<file path="config.mk">
export PLATFORM = sky130hd
export DESIGN_NAME = wbt_burst_tx
export DESIGN_NICKNAME = d
export VERILOG_FILES = /design/src/rtl/wbt_pkg.sv /design/src/rtl/wbt_seq.sv /design/src/rtl/wbt_lane.sv /design/src/rtl/wbt_strobe.sv /design/src/rtl/wbt_burst_tx.sv
export SDC_FILE = /design/constraint.sdc
export NUM_CORES = 1
export LEC_CHECK = 0
export BUFFER_PORTS_ARGS = -buffer_cell sky130_fd_sc_hd__buf_4
export CAP_MARGIN = 20
export CORE_UTILIZATION = 40
export CTS_CLUSTER_DIAMETER = 120
export DETAILED_ROUTE_END_ITERATION = 10
export HOLD_SLACK_MARGIN = 0.02
export PLACE_DENSITY_LB_ADDON = 0.1
export SYNTH_ARGS = -nofsm -noshare
export SYNTH_HDL_FRONTEND = slang
export SYNTH_HIERARCHICAL = 1
export SYNTH_SLANG_ARGS = --single-unit
export TNS_END_PERCENT = 20
</file>
<file path="constraint.sdc">
create_clock -name clk -period 6.21 [get_ports clk]
set_clock_uncertainty 0.05 [all_clocks]
set_input_delay 0.9315 -clock clk [delete_from_list [all_inputs] [get_ports clk]]
set_output_delay 0.9315 -clock clk [all_outputs]
set_load 0.02 [all_outputs]
</file>
<file path="src/rtl/wbt_pkg.sv">
package wbt_pkg;
   typedef enum logic [1:0] {
      PH_IDLE = 2'd0,
      PH_PRE  = 2'd1,
      PH_DATA = 2'd2,
      PH_POST = 2'd3
   } wbt_phase_e;
endpackage

</file>
<file path="src/rtl/wbt_seq.sv">
module wbt_seq
   import wbt_pkg::*;
#(
   parameter int PAIRS    = 4,
   parameter int PRE_CYC  = 1,
   parameter int POST_CYC = 1
) (
   input  logic       clk,
   input  logic       rst_n,
   input  logic       req_valid,
   input  logic       cut,
   input  logic       wd_valid,
   output logic       req_ready,
   output logic       wd_ready,
   output logic       load_slot,
   output logic       take,
   output wbt_phase_e ph_next,
   output logic       last_pulse
);
   localparam int MAX_AB = (PAIRS > PRE_CYC) ? PAIRS : PRE_CYC;
   localparam int MAXC   = (MAX_AB > POST_CYC) ? MAX_AB : POST_CYC;
   localparam int CW     = $clog2(MAXC) + 1;
   localparam logic [CW-1:0] PRE_LAST  = CW'(PRE_CYC - 1);
   localparam logic [CW-1:0] PAIR_LAST = CW'(PAIRS - 1);
   localparam logic [CW-1:0] POST_LAST = CW'(POST_CYC - 1);

   wbt_phase_e    ph_q;
   logic [CW-1:0] cnt_q, cnt_n;
   logic          cut_q, cut_now, burst_live;
   logic          has_q, pulse_q;

   // phase sequencer: idle -> preamble -> data pairs -> postamble -> idle
   always_comb begin
      ph_next = ph_q;
      cnt_n   = cnt_q;
      unique case (ph_q)
         PH_IDLE: begin
            if (req_valid) begin
               ph_next = PH_PRE;
               cnt_n   = '0;
            end
         end
         PH_PRE: begin
            if (cnt_q == PRE_LAST) begin
               ph_next = PH_DATA;
               cnt_n   = '0;
            end else begin
               cnt_n = cnt_q + CW'(1);
            end
         end
         PH_DATA: begin
            if (cnt_q == PAIR_LAST) begin
               ph_next = PH_POST;
               cnt_n   = '0;
            end else begin
               cnt_n = cnt_q + CW'(1);
            end
         end
         PH_POST: begin
            if (cnt_q == POST_LAST) begin
               ph_next = PH_IDLE;
               cnt_n   = '0;
            end else begin
               cnt_n = cnt_q + CW'(1);
            end
         end
         default: begin
            ph_next = PH_IDLE;
            cnt_n   = '0;
         end
      endcase
   end

   assign req_ready  = (ph_q == PH_IDLE);
   assign burst_live = (ph_q == PH_PRE) || (ph_q == PH_DATA);
   assign cut_now    = cut_q | (cut & burst_live);
   assign load_slot  = (ph_next == PH_DATA);
   assign wd_ready   = load_slot & ~cut_now;
   assign take       = wd_ready & wd_valid;
   assign last_pulse = pulse_q;

   always_ff @(posedge clk or negedge rst_n) begin
      if (!rst_n) begin
         ph_q    <= PH_IDLE;
         cnt_q   <= '0;
         cut_q   <= 1'b0;
         has_q   <= 1'b0;
         pulse_q <= 1'b0;
      end else begin
         ph_q    <= ph_next;
         cnt_q   <= cnt_n;
         cut_q   <= (ph_q == PH_IDLE) ? 1'b0 : cut_now;
         has_q   <= take;
         pulse_q <= has_q & ~take;
      end
   end
endmodule

</file>
<file path="src/rtl/wbt_lane.sv">
module wbt_lane #(
   parameter int LANE_W = 8
) (
   input  logic              clk,
   input  logic              rst_n,
   input  logic              load_slot,
   input  logic              take,
   input  logic [LANE_W-1:0] d_r,
   input  logic [LANE_W-1:0] d_f,
   input  logic              m_r,
   input  logic              m_f,
   output logic [LANE_W-1:0] q_r,
   output logic [LANE_W-1:0] q_f,
   output logic              dm_r,
   output logic              dm_f
);
   // a slot without taken data is sent as zero with the mask set
   always_ff @(posedge clk or negedge rst_n) begin
      if (!rst_n) begin
         q_r  <= '0;
         q_f  <= '0;
         dm_r <= 1'b0;
         dm_f <= 1'b0;
      end else if (load_slot) begin
         q_r  <= take ? d_r : '0;
         q_f  <= take ? d_f : '0;
         dm_r <= take ? m_r : 1'b1;
         dm_f <= take ? m_f : 1'b1;
      end else begin
         q_r  <= '0;
         q_f  <= '0;
         dm_r <= 1'b0;
         dm_f <= 1'b0;
      end
   end
endmodule

</file>
<file path="src/rtl/wbt_strobe.sv">
module wbt_strobe
   import wbt_pkg::*;
(
   input  logic       clk,
   input  logic       rst_n,
   input  wbt_phase_e ph_next,
   output logic       dqs_oe,
   output logic       dqs_run,
   output logic       dq_oe
);
   always_ff @(posedge clk or negedge rst_n) begin
      if (!rst_n) begin
         dqs_oe  <= 1'b0;
         dqs_run <= 1'b0;
         dq_oe   <= 1'b0;
      end else begin
         dqs_oe  <= (ph_next != PH_IDLE);
         dqs_run <= (ph_next == PH_DATA);
         dq_oe   <= (ph_next == PH_DATA);
      end
   end
endmodule

</file>
<file path="src/rtl/wbt_burst_tx.sv">
module wbt_burst_tx
   import wbt_pkg::*;
#(
   parameter int LANES     = 2,
   parameter int LANE_W    = 8,
   parameter int BURST_LEN = 8,
   parameter int PRE_CYC   = 1,
   parameter int POST_CYC  = 1
) (
   input  logic                    clk,
   input  logic                    rst_n,
   input  logic                    req_valid,
   output logic                    req_ready,
   input  logic                    wd_valid,
   output logic                    wd_ready,
   input  logic [2*LANES*LANE_W-1:0] wd_data,
   input  logic [2*LANES-1:0]      wd_mask,
   input  logic                    cut,
   output logic [LANES*LANE_W-1:0] dq_rise,
   output logic [LANES*LANE_W-1:0] dq_fall,
   output logic [LANES-1:0]        dm_rise,
   output logic [LANES-1:0]        dm_fall,
   output logic                    dq_oe,
   output logic                    dqs_oe,
   output logic                    dqs_run,
   output logic                    wr_last
);
   localparam int DW    = LANES * LANE_W;
   localparam int PAIRS = BURST_LEN / 2;

   if (BURST_LEN < 2 || (BURST_LEN % 2) != 0) begin : g_bad_len
      $error("BURST_LEN must be even and at least 2");
   end
   if (PRE_CYC < 1 || POST_CYC < 1) begin : g_bad_amble
      $error("preamble and postamble need at least one cycle");
   end
   if (LANES < 1 || LANE_W < 1) begin : g_bad_lane
      $error("LANES and LANE_W must be positive");
   end

   wbt_phase_e ph_next;
   logic       load_slot, take;

   wbt_seq #(
      .PAIRS   (PAIRS),
      .PRE_CYC (PRE_CYC),
      .POST_CYC(POST_CYC)
   ) u_seq (
      .clk       (clk),
      .rst_n     (rst_n),
      .req_valid (req_valid),
      .cut       (cut),
      .wd_valid  (wd_valid),
      .req_ready (req_ready),
      .wd_ready  (wd_ready),
      .load_slot (load_slot),
      .take      (take),
      .ph_next   (ph_next),
      .last_pulse(wr_last)
   );

   wbt_strobe u_strobe (
      .clk    (clk),
      .rst_n  (rst_n),
      .ph_next(ph_next),
      .dqs_oe (dqs_oe),
      .dqs_run(dqs_run),
      .dq_oe  (dq_oe)
   );

   for (genvar g = 0; g < LANES; g++) begin : g_lane
      wbt_lane #(.LANE_W(LANE_W)) u_lane (
         .clk      (clk),
         .rst_n    (rst_n),
         .load_slot(load_slot),
         .take     (take),
         .d_r      (wd_data[g*LANE_W +: LANE_W]),
         .d_f      (wd_data[DW + g*LANE_W +: LANE_W]),
         .m_r      (wd_mask[g]),
         .m_f      (wd_mask[LANES + g]),
         .q_r      (dq_rise[g*LANE_W +: LANE_W]),
         .q_f      (dq_fall[g*LANE_W +: LANE_W]),
         .dm_r     (dm_rise[g]),
         .dm_f     (dm_fall[g])
      );
   end
endmodule

</file>
======== Word level (Yosys, flattened, before mapping) ========
Index checks and enable logic that the tools add are counted.
word-level totals
  logic and storage cells ................. 60
  bits of input ports ..................... 41
  bits in registers ....................... 46
operators by class
  equal/unequal tests ..................... 6
  bitwise logic cells ..................... 7
  add/sub/neg operators ................... 1
  muxes and demuxes ....................... 26
  reduce and logical (&&, ||, !) cells .... 5
operators with widths
  kind                                                                   count
  8-bit two-way mux                                                      8
  1-bit two-way mux                                                      9
  3-bit two-way mux                                                      3
  3-bit one-hot mux with 3 select lines                                  1
  2-bit two-way mux                                                      4
  2-bit one-hot mux with 4 select lines                                  1
  2-bit equality test, second input constant                             3
  1-bit bitwise AND                                                      4
  3-bit by 1-bit adder with 3-bit output, second input constant          1
  3-bit by 2-bit equality test with 1-bit output, second input constant  1
  3-bit zero test                                                        1
  2-bit by 1-bit equality test with 1-bit output, second input constant  1
  2-bit zero test                                                        1
  2-bit inequality test, second input constant                           1
  1-bit NOT                                                              2
  2-bit nonzero test                                                     1
  2-bit OR reduction                                                     1
  1-bit logical OR                                                       1
  1-bit bitwise OR                                                       1

======== Longest topological paths before layout ========
Gate-level depths: netlist of run 1.
  word-level depth ........................ 9
  mapped depth ............................ 9

======== Cells and area by module ========
Netlist of run 1, hierarchy kept.
by module, submodules not included
  module      instances  area an instance (um2)  cells each
  wbt_lane    2          613.1                   40
  wbt_seq     1          511.7                   51
  wbt_strobe  1          70.1                    5

======== Least setup slack after synthesis of run 1 ========
OpenSTA, ideal clock, no wires.
  path kind ............................... register to output
  start ................................... reg u_seq.ph_q[0]
  end ..................................... out wd_ready
  stages on the path, launching flop included .. 8
  data arrival time ....................... 1.833 ns
  buffers on the path ..................... 1
  required time ........................... 5.228 ns
  slack ................................... 3.395 ns
  cells stage by stage .................... dfrtp_1 > inv_1 > ha_1 > buf_6 > nor2b_4 > nor2_1 > a2bb2oi_2 > nor3b_1
RTL lines
  element                                line                source
  start, declared                        wbt_seq.sv:27       wbt_phase_e ph_q;
  start signal, assigned                 wbt_seq.sv:90       ph_q <= ph_next;
  2-bit zero test                        n/a
  named net req_ready                    wbt_burst_tx.sv:13  output logic req_ready,
  2-bit one-hot mux with 4 select lines  wbt_seq.sv:36       unique case (ph_q)
  named net ph_next[0]                   wbt_burst_tx.sv:41  wbt_phase_e ph_next;
  2-bit equality test                    wbt_seq.sv:77       assign load_slot = (ph_next == PH_DATA);
  1-bit bitwise AND                      wbt_seq.sv:78       assign wd_ready = load_slot & ~cut_now;
  end, declared                          wbt_burst_tx.sv:15  output logic wd_ready,
The timed path passes the listed nets, and every way through them passes these cells.

======== Worst setup path in the final report of run 1 ========
  start ................................... reg u_seq.ph_q[0]
  end ..................................... out wd_ready
between the ends
  cells in the longest elaborated chain, start to end .. 6
ends and longest elaborated chain
  element                                                                        line
  branches (longest 5 deep; another with 2-bit one-hot mux with 4 select lines)  n/a
  1-bit bitwise AND *                                                            wbt_seq.sv:78
Mark *: on every way between the ends.

==> flow_metrics.py, run 1 <==
metrics = {
    "logic_synthesis": {
        "synth_largest_area_cell": "dfrtp_1",
        "synth.ff_latch_count": 46,
        "synthArstFlopShare_pct": 100,
        "synth.top_cells.by_area": "dfrtp_1 64%, and3_2 6.6%, and3_1 5.5%",
        "netlist_area_sq_um": 1810,
        "synth_top_area_share_pct": 63.7,
        "syn_nets": 185,
        "ys_seq_area_share_pct": 63.7,
        "synth_edf_count": 0,
        "synthFlopType": "dfrtp_1",
        "synthesis.area_per_instance_sq_um": 13.3,
        "ys_warn_count": 6,
        "netlist_instances": 136,
        "synthDistinctLibCells": 27,
    },
    "pwr": {
        "finalPower_mw": 0.842,
        "p_per_area_nw_per_um2": 329,
        "peakVddDrop_mv": 0.178,
        "p_leak_nw": 1.49,
    },
    "global_routing": {
        "grt_first_pass_wirelength_um": 6310,
        "grtUsageTotal_pct": 16.9,
        "grt_pass1_vias": 1338,
        "grt_max_degree": 47,
        "grt_overflow": 0,
        "antenna_found_initial": 0,
    },
    "final_layout": {
        "syn_to_final_growth_pct": 41.7,
        "final_common_cell": "buf_4",
        "final_core_util_pct": 58.8,
        "layout.cells.most_common_list": "83 x buf_4, 46 x dfrtp_1, 16 x and3_2, 16 x and3_1, 12 x inv_1",
        "finish.net_count": 270,
        "fin_cells": 274,
        "final_layout_size_suffix_gt1_share_pct": 51.8,
        "antenna_cells": 0,
    },
    "timing": {
        "finalSetupTns_ps": 0,
        "hold_viol": 0,
        "rsz0062_at_grt": "no",
        "slew_viol_final": 0,
        "setup_violations": 0,
        "whs_ps": 448,
        "fmax_mhz": 324,
        "fin_crit_sh_pct": 49.7,
        "tightest_slew_ps": 578,
        "slew_headroom_pct": 61.5,
        "layout_min_cycle_time_ps": 3090,
    },
    "clocking": {
        "cts.sinks": 46,
        "hold_buffers": 0,
        "root_buffer": "clkbuf_8",
        "postCtsSetupRepairBufs": 0,
        "clockBufferDepth": 2,
        "tritoncts": "built",
        "cts.clk_slew.worst_paths_ps": 80,
        "cts_made_buffers": 5,
        "insertion_delay_ps": 280,
        "ctsResizeCount": 0,
        "htree_levels": 2,
    },
    "drt": {
        "route.detailed.drc": 0,
        "drt-total-wl_um": 3850,
        "avgViaCountPerCell": 4.70,
        "ant_nets": 0,
        "drtIter0Drc": 61,
        "first_pass_iters": 6,
        "wl_per_cell_um": 14.0,
        "vias": 1289,
    },
    "worst_setup_path": {
        "reg2reg_depth": 8,
        "rr_startpoint": "u_seq/ph_q[0]",
        "required_ps": 5230,
        "crit_arrival_ps": 2110,
        "rrSetupSlack_ps": 3880,
        "max_stage_delay_ps": 470,
        "worstSetupEndpointType": "output port",
        "path_max_fanout": 5,
        "r2r-end": "g_lane[0].u_lane/q_r[5]",
        "worstSetupPathType": "reg2out",
        "critPathSlowestCell": "a22oi_1",
        "crit_path_cell_trace": "inv_1 > ha_1 > nor3_1 > nor2_1 > a22oi_1 > nor3b_1 > buf_4",
        "setup.worst_path.start_class": "flip-flop",
    },
    "floorplan": {
        "die_h_um": 69.2,
        "core_region_area_sq_um": 4350,
        "io_pins": 83,
        "die_w_um": 69.2,
        "dieArea_sq_um": 4790,
        "rows": 24,
        "start_util_pct": 41.5,
    },
    "worst_hold_path": {
        "holdPathStages": 2,
        "holdPathEnd": "u_seq/cut_q",
        "hp-class": "reg2reg",
        "min_from": "u_seq/cut_q",
    },
    "placement": {
        "gp_congestion": 0.777,
        "dp.cells": 265,
        "io_buffers": 82,
        "detailed_place_hpwl_um": 2640,
    },
    "job": {
        "timing.max_cap.violations": 0,
    },
    "run_status": {
        "status": "finished clean",
    },
}
[where the power goes]
group,total (mW),leakage (nW),internal [mW],switching [mW]
Clock,0.217,0.0524,0.121,0.0960
Sequential,0.343,0.637,0.328,0.0154
Combinational,0.282,0.796,0.120,0.163
[cells in the mapped netlist (2+ instances only)]
cell / n
a21boi_2: 4
a21oi_1: 2
and3_1: 16
and3_2: 16
buf_6: 5
dfrtp_1: 46
ha_1: 8
inv_1: 12
nand2_1: 2
nor2_1: 6
nor2b_1: 2
nor3_1: 2
[layout make-up]
| type | instances | area (sq um) |
|---|---|---|
| inverters | 12 | 45.0 |
| flip-flops and latches | 46 | 1150 |
| well taps | 52 | 65.1 |
| fillers | 386 | 1790 |
| multi-input cells | 72 | 556 |
| repair buffers | 84 | 638 |
| clock buffers | 7 | 76.3 |
| clock inverters | 1 | 30.0 |
[through the flow]
step / instance area (sq um) / setup WS [ps]
2_1_floorplan: 1810 / 3400
5_1_grt: 2560 / 2980
3_3_place_gp: 2440 / 3440
3_5_place_dp: 2440 / 3430
4_1_cts: 2550 / 3130
6_report: 2560 / 3120
[worst max-delay path: cells and delay by family, from the launching register on]
kind	cells	cell delay [ps]
AOI/OAI and AO/OA	1	470
DFF	1	420
and+or+nand+nor	3	400
buffers and inverters	2	260
adders and majority gates	1	260
[registers in the layout, indices dropped and copies added (netlist names)]
name                cells
g_lane.u_lane/q_r      16
u_seq/has_q             1
u_seq/cut_q             1
u_seq/cnt_q             3
u_strobe/dq_oe          1
g_lane.u_lane/dm_r      2
g_lane.u_lane/q_f      16
u_seq/last_pulse        1
u_strobe/dqs_oe         1
g_lane.u_lane/dm_f      2
u_seq/ph_q              2
[how the worst max path moves through the flow]
stage	from	to	slack, ps	cells after the start
final	u_seq/ph_q[0]	wd_ready	3120	7
after global routing	u_seq/ph_q[0]	wd_ready	2980	7
after CTS	u_seq/ph_q[0]	wd_ready	3130	7
after detailed placement	req_valid	wd_ready	3430	6
after global placement	req_valid	wd_ready	3440	6
after floorplan	u_seq/ph_q[0]	wd_ready	3400	7
[routing by layer]
layer / track usage [%] / share of wire, %
met5: 0 / 0
met2: 27.7 / 49
met3: 7.41 / 8.4
met4: 4.08 / 0.91
met1: 20.4 / 41
[cells by family (layout without fill, tap and decap cells)]
| group | Yosys count | after routing | synth area share [%] |
|---|---|---|---|
| compound gates | 16 | 16 | 7.75 |
| fa+ha+maj | 8 | 8 | 5.54 |
| buf+inv | 18 | 104 | 6.02 |
| flops | 46 | 46 | 63.7 |
| simple gates | 48 | 48 | 17.0 |
Note: power is estimated with default switching activity, not from simulation.
==> inputs of run 2 (changes only) <==
- ABC_AREA: not set -> 1
- clock period: 6.21 -> 2.6 ns (I/O delays scaled with it)
==> flow_metrics.py, run 2 <==
metrics = {
    "floorplan": {
        "io_pins": 83,
        "start_util_pct": 42.1,
        "die_w_um": 70.2,
        "core_region_area_sq_um": 4410,
        "die_h_um": 70.2,
        "rows": 24,
        "dieArea_sq_um": 4920,
    },
    "worst_setup_path": {
        "max_stage_delay_ps": 440,
        "crit_path_cell_trace": "inv_1 > ha_1 > nand2_1 > nand3_1 > nand2_1 > nand2_2 > nand2_1 > nor2_1 > buf_4",
        "required_ps": 2160,
        "worst-path-stages": 9,
        "setup.worst_path.start_class": "flip-flop",
        "reg2reg_depth": 10,
        "crit_path_frequent_cell": "nand2_1",
        "worstSetupEndpointType": "output port",
        "worstSetupPathType": "reg2out",
        "path_buf_inv": 2,
        "critPathSlowestCell": "dfrtp_1",
        "path_max_fanout": 6,
        "crit_arrival_ps": 1860,
        "cp_top_family": "simple AND/OR/NAND/NOR gates",
    },
    "pwr": {
        "finalPower_mw": 1.96,
        "peakVddDrop_mv": 0.356,
        "p_per_area_nw_per_um2": 750,
        "p_leak_nw": 1.60,
    },
    "logic_synthesis": {
        "yosys-top-cells-count": "56 x inv_1, 46 x dfrtp_1, 20 x nor2_2, 16 x nor2_1, 15 x nand2_1",
        "synthDistinctLibCells": 14,
        "synth.top_cells.by_area": "dfrtp_1 62%, inv_1 11%, nor2_2 6.7%",
        "synthFlopType": "dfrtp_1",
        "syn_nets": 236,
        "synth_largest_area_cell": "dfrtp_1",
        "synthesis.area_per_instance_sq_um": 9.94,
        "synthArstFlopShare_pct": 100,
        "yosysMostFrequentCell": "inv_1",
        "netlist_area_sq_um": 1860,
        "netlist_instances": 187,
        "ys_warn_count": 6,
        "synth_edf_count": 0,
        "synth_top_area_share_pct": 61.9,
        "synth.ff_latch_count": 46,
        "ys_seq_area_share_pct": 61.9,
    },
    "clocking": {
        "insertion_delay_ps": 300,
        "postCtsSetupRepairBufs": 0,
        "tritoncts": "built",
        "root_buffer": "clkbuf_8",
        "ctsResizeCount": 0,
        "clockBufferDepth": 2,
        "cts.clk_slew.worst_paths_ps": 90,
        "hold_buffers": 0,
        "htree_levels": 2,
        "cts.sinks": 46,
        "cts_made_buffers": 5,
    },
    "global_routing": {
        "grt_overflow": 0,
        "grt_first_pass_wirelength_um": 5870,
        "antenna_found_initial": 0,
        "grtUsageTotal_pct": 15.7,
        "grt_max_degree": 47,
        "grt_pass1_vias": 1371,
    },
    "timing": {
        "fmax_mhz": 434,
        "hold_viol": 0,
        "setup_violations": 0,
        "rsz0062_at_grt": "no",
        "finalSetupTns_ps": 0,
        "worst_slack_ps": 298,
        "slew_viol_final": 0,
        "layout_min_cycle_time_ps": 2300,
        "fin_crit_sh_pct": 88.5,
        "whs_ps": 14.4,
        "tightest_slew_ps": 564,
        "slew_headroom_pct": 62.4,
    },
    "drt": {
        "drt-total-wl_um": 3480,
        "avgViaCountPerCell": 4.31,
        "route.detailed.drc": 0,
        "wl_per_cell_um": 10.7,
        "ant_nets": 0,
        "first_pass_iters": 4,
        "drtIter0Drc": 67,
        "vias": 1405,
    },
    "placement": {
        "gp_congestion": 0.859,
        "dpl_worst_slack_ps": 489,
        "dp.cells": 318,
        "detailed_place_hpwl_um": 2580,
        "io_buffers": 82,
        "dpl_cell_area_sq_um": 2510,
    },
    "run_status": {
        "status": "finished clean",
    },
    "final_layout": {
        "final-seq-area_sq_um": 1150,
        "fin_cells": 326,
        "layout.cells.most_common_list": "82 x buf_4, 56 x inv_1, 46 x dfrtp_1",
        "syn_to_final_growth_pct": 40.8,
        "final_core_util_pct": 59.3,
        "reg_top3": "g_lane.u_lane/q_f: 16 flops, g_lane.u_lane/q_r: 16 flops, u_seq/cnt_q: 3 flops",
        "finish.net_count": 322,
        "final_layout_size_suffix_gt1_share_pct": 42.3,
        "stdcell_area_sq_um": 2620,
        "antenna_cells": 0,
        "multi_input_area_sq_um": 464,
        "nFillCells": 385,
        "final_common_cell": "buf_4",
    },
    "worst_hold_path": {
        "hp-class": "in2async",
    },
    "job": {
        "timing.max_cap.violations": 0,
    },
}
-- run 2: changes by cell type after synthesis, moves of 4 or more --
| cell | before | now |
|---|---|---|
| and3_2 | 16 | 0 |
| nor2_1 | 6 | 16 |
| a21boi_2 | 4 | 0 |
| inv_1 | 12 | 56 |
| nand3_1 | 0 | 6 |
| nand2_1 | 2 | 15 |
| a21oi_1 | 2 | 6 |
| nand2_2 | 0 | 4 |
| nor2_2 | 0 | 20 |
| o21ai_0 | 1 | 5 |
| and3_1 | 16 | 0 |
-- run 2: final timing paths --
path	end	slack, ps	startpoint
hold reg to reg	u_seq/last_pulse	400	u_seq/has_q
setup / recovery	wd_ready	300	u_seq/ph_q[1]
setup reg to reg	g_lane[1].u_lane/q_f[2]	500	u_seq/ph_q[1]
max in group asynchronous	g_lane[1].u_lane/q_r[5]	2090	rst_n
hold / removal	u_seq/cnt_q[2]	10	rst_n
min in group clk	g_lane[0].u_lane/q_r[6]	250	wd_data[6]
-- run 2: cell type report --
cell class	count	share of cell area, %
Tap cell	52	2.48
Inverter	57	8.17
Multi-Input combinational cell	81	17.7
Sequential cell	46	44.0
Clock inverter	3	1.53
Clock buffer	5	2.63
Timing Repair Buffer	82	23.5
-- run 2: cell families after synthesis --
group / after synthesis / synth area share [%]
flip-flops: 46 / 61.9
buffers and inverters: 60 / 13.1
AND/OR/NAND/NOR: 62 / 16.6
adder cells (fa/ha/maj): 8 / 5.38
AO/OA/AOI/OAI: 11 / 2.96
-- run 2: power breakdown --
| group | internal (mW) | total, mW | switching [mW] |
|---|---|---|---|
| Combinational | 0.240 | 0.620 | 0.381 |
| Clock | 0.283 | 0.516 | 0.234 |
| Sequential | 0.791 | 0.828 | 0.0370 |
-- run 2: metal layers --
layer  routed length, um  GRT usage (%)  vias up
met2                1780           26.0       48
li1                    -              -      698
met5                   0              0        -
met1                1370           18.0      652
met3                 269           5.19        7
met4                  65           8.00        0
==> inputs of run 3 (changes only) <==
- MAX_ROUTING_LAYER: not set -> met4
==> flow_metrics.py, run 3 (same netlist as run 2, synthesis figures left out) <==
metrics = {
    "worst_setup_path": {
        "worstSetupEndpointType": "output port",
        "crit_path_frequent_cell": "nand2_1",
        "rr_startpoint": "u_seq/ph_q[1]",
        "required_ps": 2160,
        "setup.worst_path.start_class": "flip-flop",
        "cp_top_family": "simple AND/OR/NAND/NOR gates",
        "rrSetupSlack_ps": 500,
        "path_buf_inv": 2,
        "worstSetupPathType": "reg2out",
        "max_stage_delay_ps": 440,
        "crit_arrival_ps": 1860,
        "path_max_fanout": 6,
        "crit_path_cell_trace": "inv_1 > ha_1 > nand2_1 > nand3_1 > nand2_1 > nand2_2 > nand2_1 > nor2_1 > buf_4",
        "critPathSlowestCell": "dfrtp_1",
        "reg2reg_depth": 10,
        "r2r-end": "g_lane[1].u_lane/q_f[2]",
    },
    "placement": {
        "detailed_place_hpwl_um": 2580,
        "gp_congestion": 0.873,
        "dp.cells": 318,
        "io_buffers": 82,
    },
    "clocking": {
        "hold_buffers": 0,
        "cts_made_buffers": 5,
        "htree_levels": 2,
        "tritoncts": "built",
        "postCtsSetupRepairBufs": 0,
        "cts.clk_slew.worst_paths_ps": 90,
        "root_buffer": "clkbuf_8",
        "ctsResizeCount": 0,
        "cts.sinks": 46,
        "clockBufferDepth": 2,
        "insertion_delay_ps": 300,
    },
    "drt": {
        "avgViaCountPerCell": 4.29,
        "first_pass_iters": 4,
        "drtIter0Drc": 64,
        "wl_per_cell_um": 10.6,
        "ant_nets": 0,
        "drt-total-wl_um": 3470,
        "vias": 1398,
        "route.detailed.drc": 0,
    },
    "timing": {
        "hold_viol": 0,
        "rsz0062_at_grt": "no",
        "tightest_slew_ps": 564,
        "layout_min_cycle_time_ps": 2300,
        "fmax_mhz": 435,
        "setup_violations": 0,
        "finalSetupTns_ps": 0,
        "whs_ps": 14.8,
        "slew_viol_final": 0,
        "slew_headroom_pct": 62.4,
        "fin_crit_sh_pct": 88.5,
    },
    "floorplan": {
        "start_util_pct": 42.1,
        "io_pins": 83,
        "die_w_um": 70.2,
        "die_h_um": 70.2,
        "dieArea_sq_um": 4920,
        "rows": 24,
        "core_region_area_sq_um": 4410,
    },
    "global_routing": {
        "grtUsageTotal_pct": 16.1,
        "grt_max_degree": 47,
        "grt_first_pass_wirelength_um": 5870,
        "antenna_found_initial": 0,
        "grt_overflow": 0,
        "grt_pass1_vias": 1372,
    },
    "pwr": {
        "peakVddDrop_mv": 0.356,
        "p_leak_nw": 1.60,
        "finalPower_mw": 1.96,
        "p_per_area_nw_per_um2": 750,
    },
    "final_layout": {
        "final_core_util_pct": 59.3,
        "final_layout_size_suffix_gt1_share_pct": 42.3,
        "reg_top3": "g_lane.u_lane/q_f: 16 flops, g_lane.u_lane/q_r: 16 flops, u_seq/cnt_q: 3 flops",
        "final_common_cell": "buf_4",
        "finish.net_count": 322,
        "fin_cells": 326,
        "layout.cells.most_common_list": "82 x buf_4, 56 x inv_1, 46 x dfrtp_1",
        "antenna_cells": 0,
        "syn_to_final_growth_pct": 40.8,
    },
    "worst_hold_path": {
        "hp-class": "in2async",
    },
    "job": {
        "timing.max_cap.violations": 0,
    },
    "run_status": {
        "status": "finished clean",
    },
}
## run 3: cell counts in the layout (fill, tap and decap cells not counted)
No cell type changed its count.
## run 3: layout make-up
type,count,area [sq um]
fillers,385,1800
flip-flops and latches,46,1150
repair buffers,82,616
multi-input cells,81,464
inverters,57,214
clock buffers,5,68.8
well taps,52,65.1
clock inverters,3,40.0
## run 3: how the worst max path moves through the flow
stage,startpoint,to,cells after the start
after floorplan,u_seq/ph_q[1],wd_ready,8
after global placement,u_seq/ph_q[1],g_lane[0].u_lane/q_f[7],10
after detailed placement,u_seq/ph_q[1],g_lane[1].u_lane/q_f[2],10
after CTS,u_seq/ph_q[1],wd_ready,9
after global routing,u_seq/ph_q[1],wd_ready,9
final,u_seq/ph_q[1],wd_ready,9
## run 3: power breakdown
group | internal, mW | total (mW) | switching, mW
registers | 0.791 | 0.828 | 0.0371
logic | 0.240 | 0.620 | 0.380
clock network | 0.283 | 0.516 | 0.233
## run 3: metal layers
layer	up-vias	share of wire [%]	global-route usage, %
met5	-	0	-
met4	0	1.8	8.00
met3	7	6.1	4.33
met2	44	51	26.0
met1	649	41	18.6
li1	698	-	-
## run 3: metrics by stage
step / area (sq um) / worst slack (ps)
5_1_grt: 2620 / 114
3_5_place_dp: 2510 / 489
3_3_place_gp: 2510 / 539
2_1_floorplan: 1860 / 629
6_report: 2620 / 299
4_1_cts: 2620 / 289
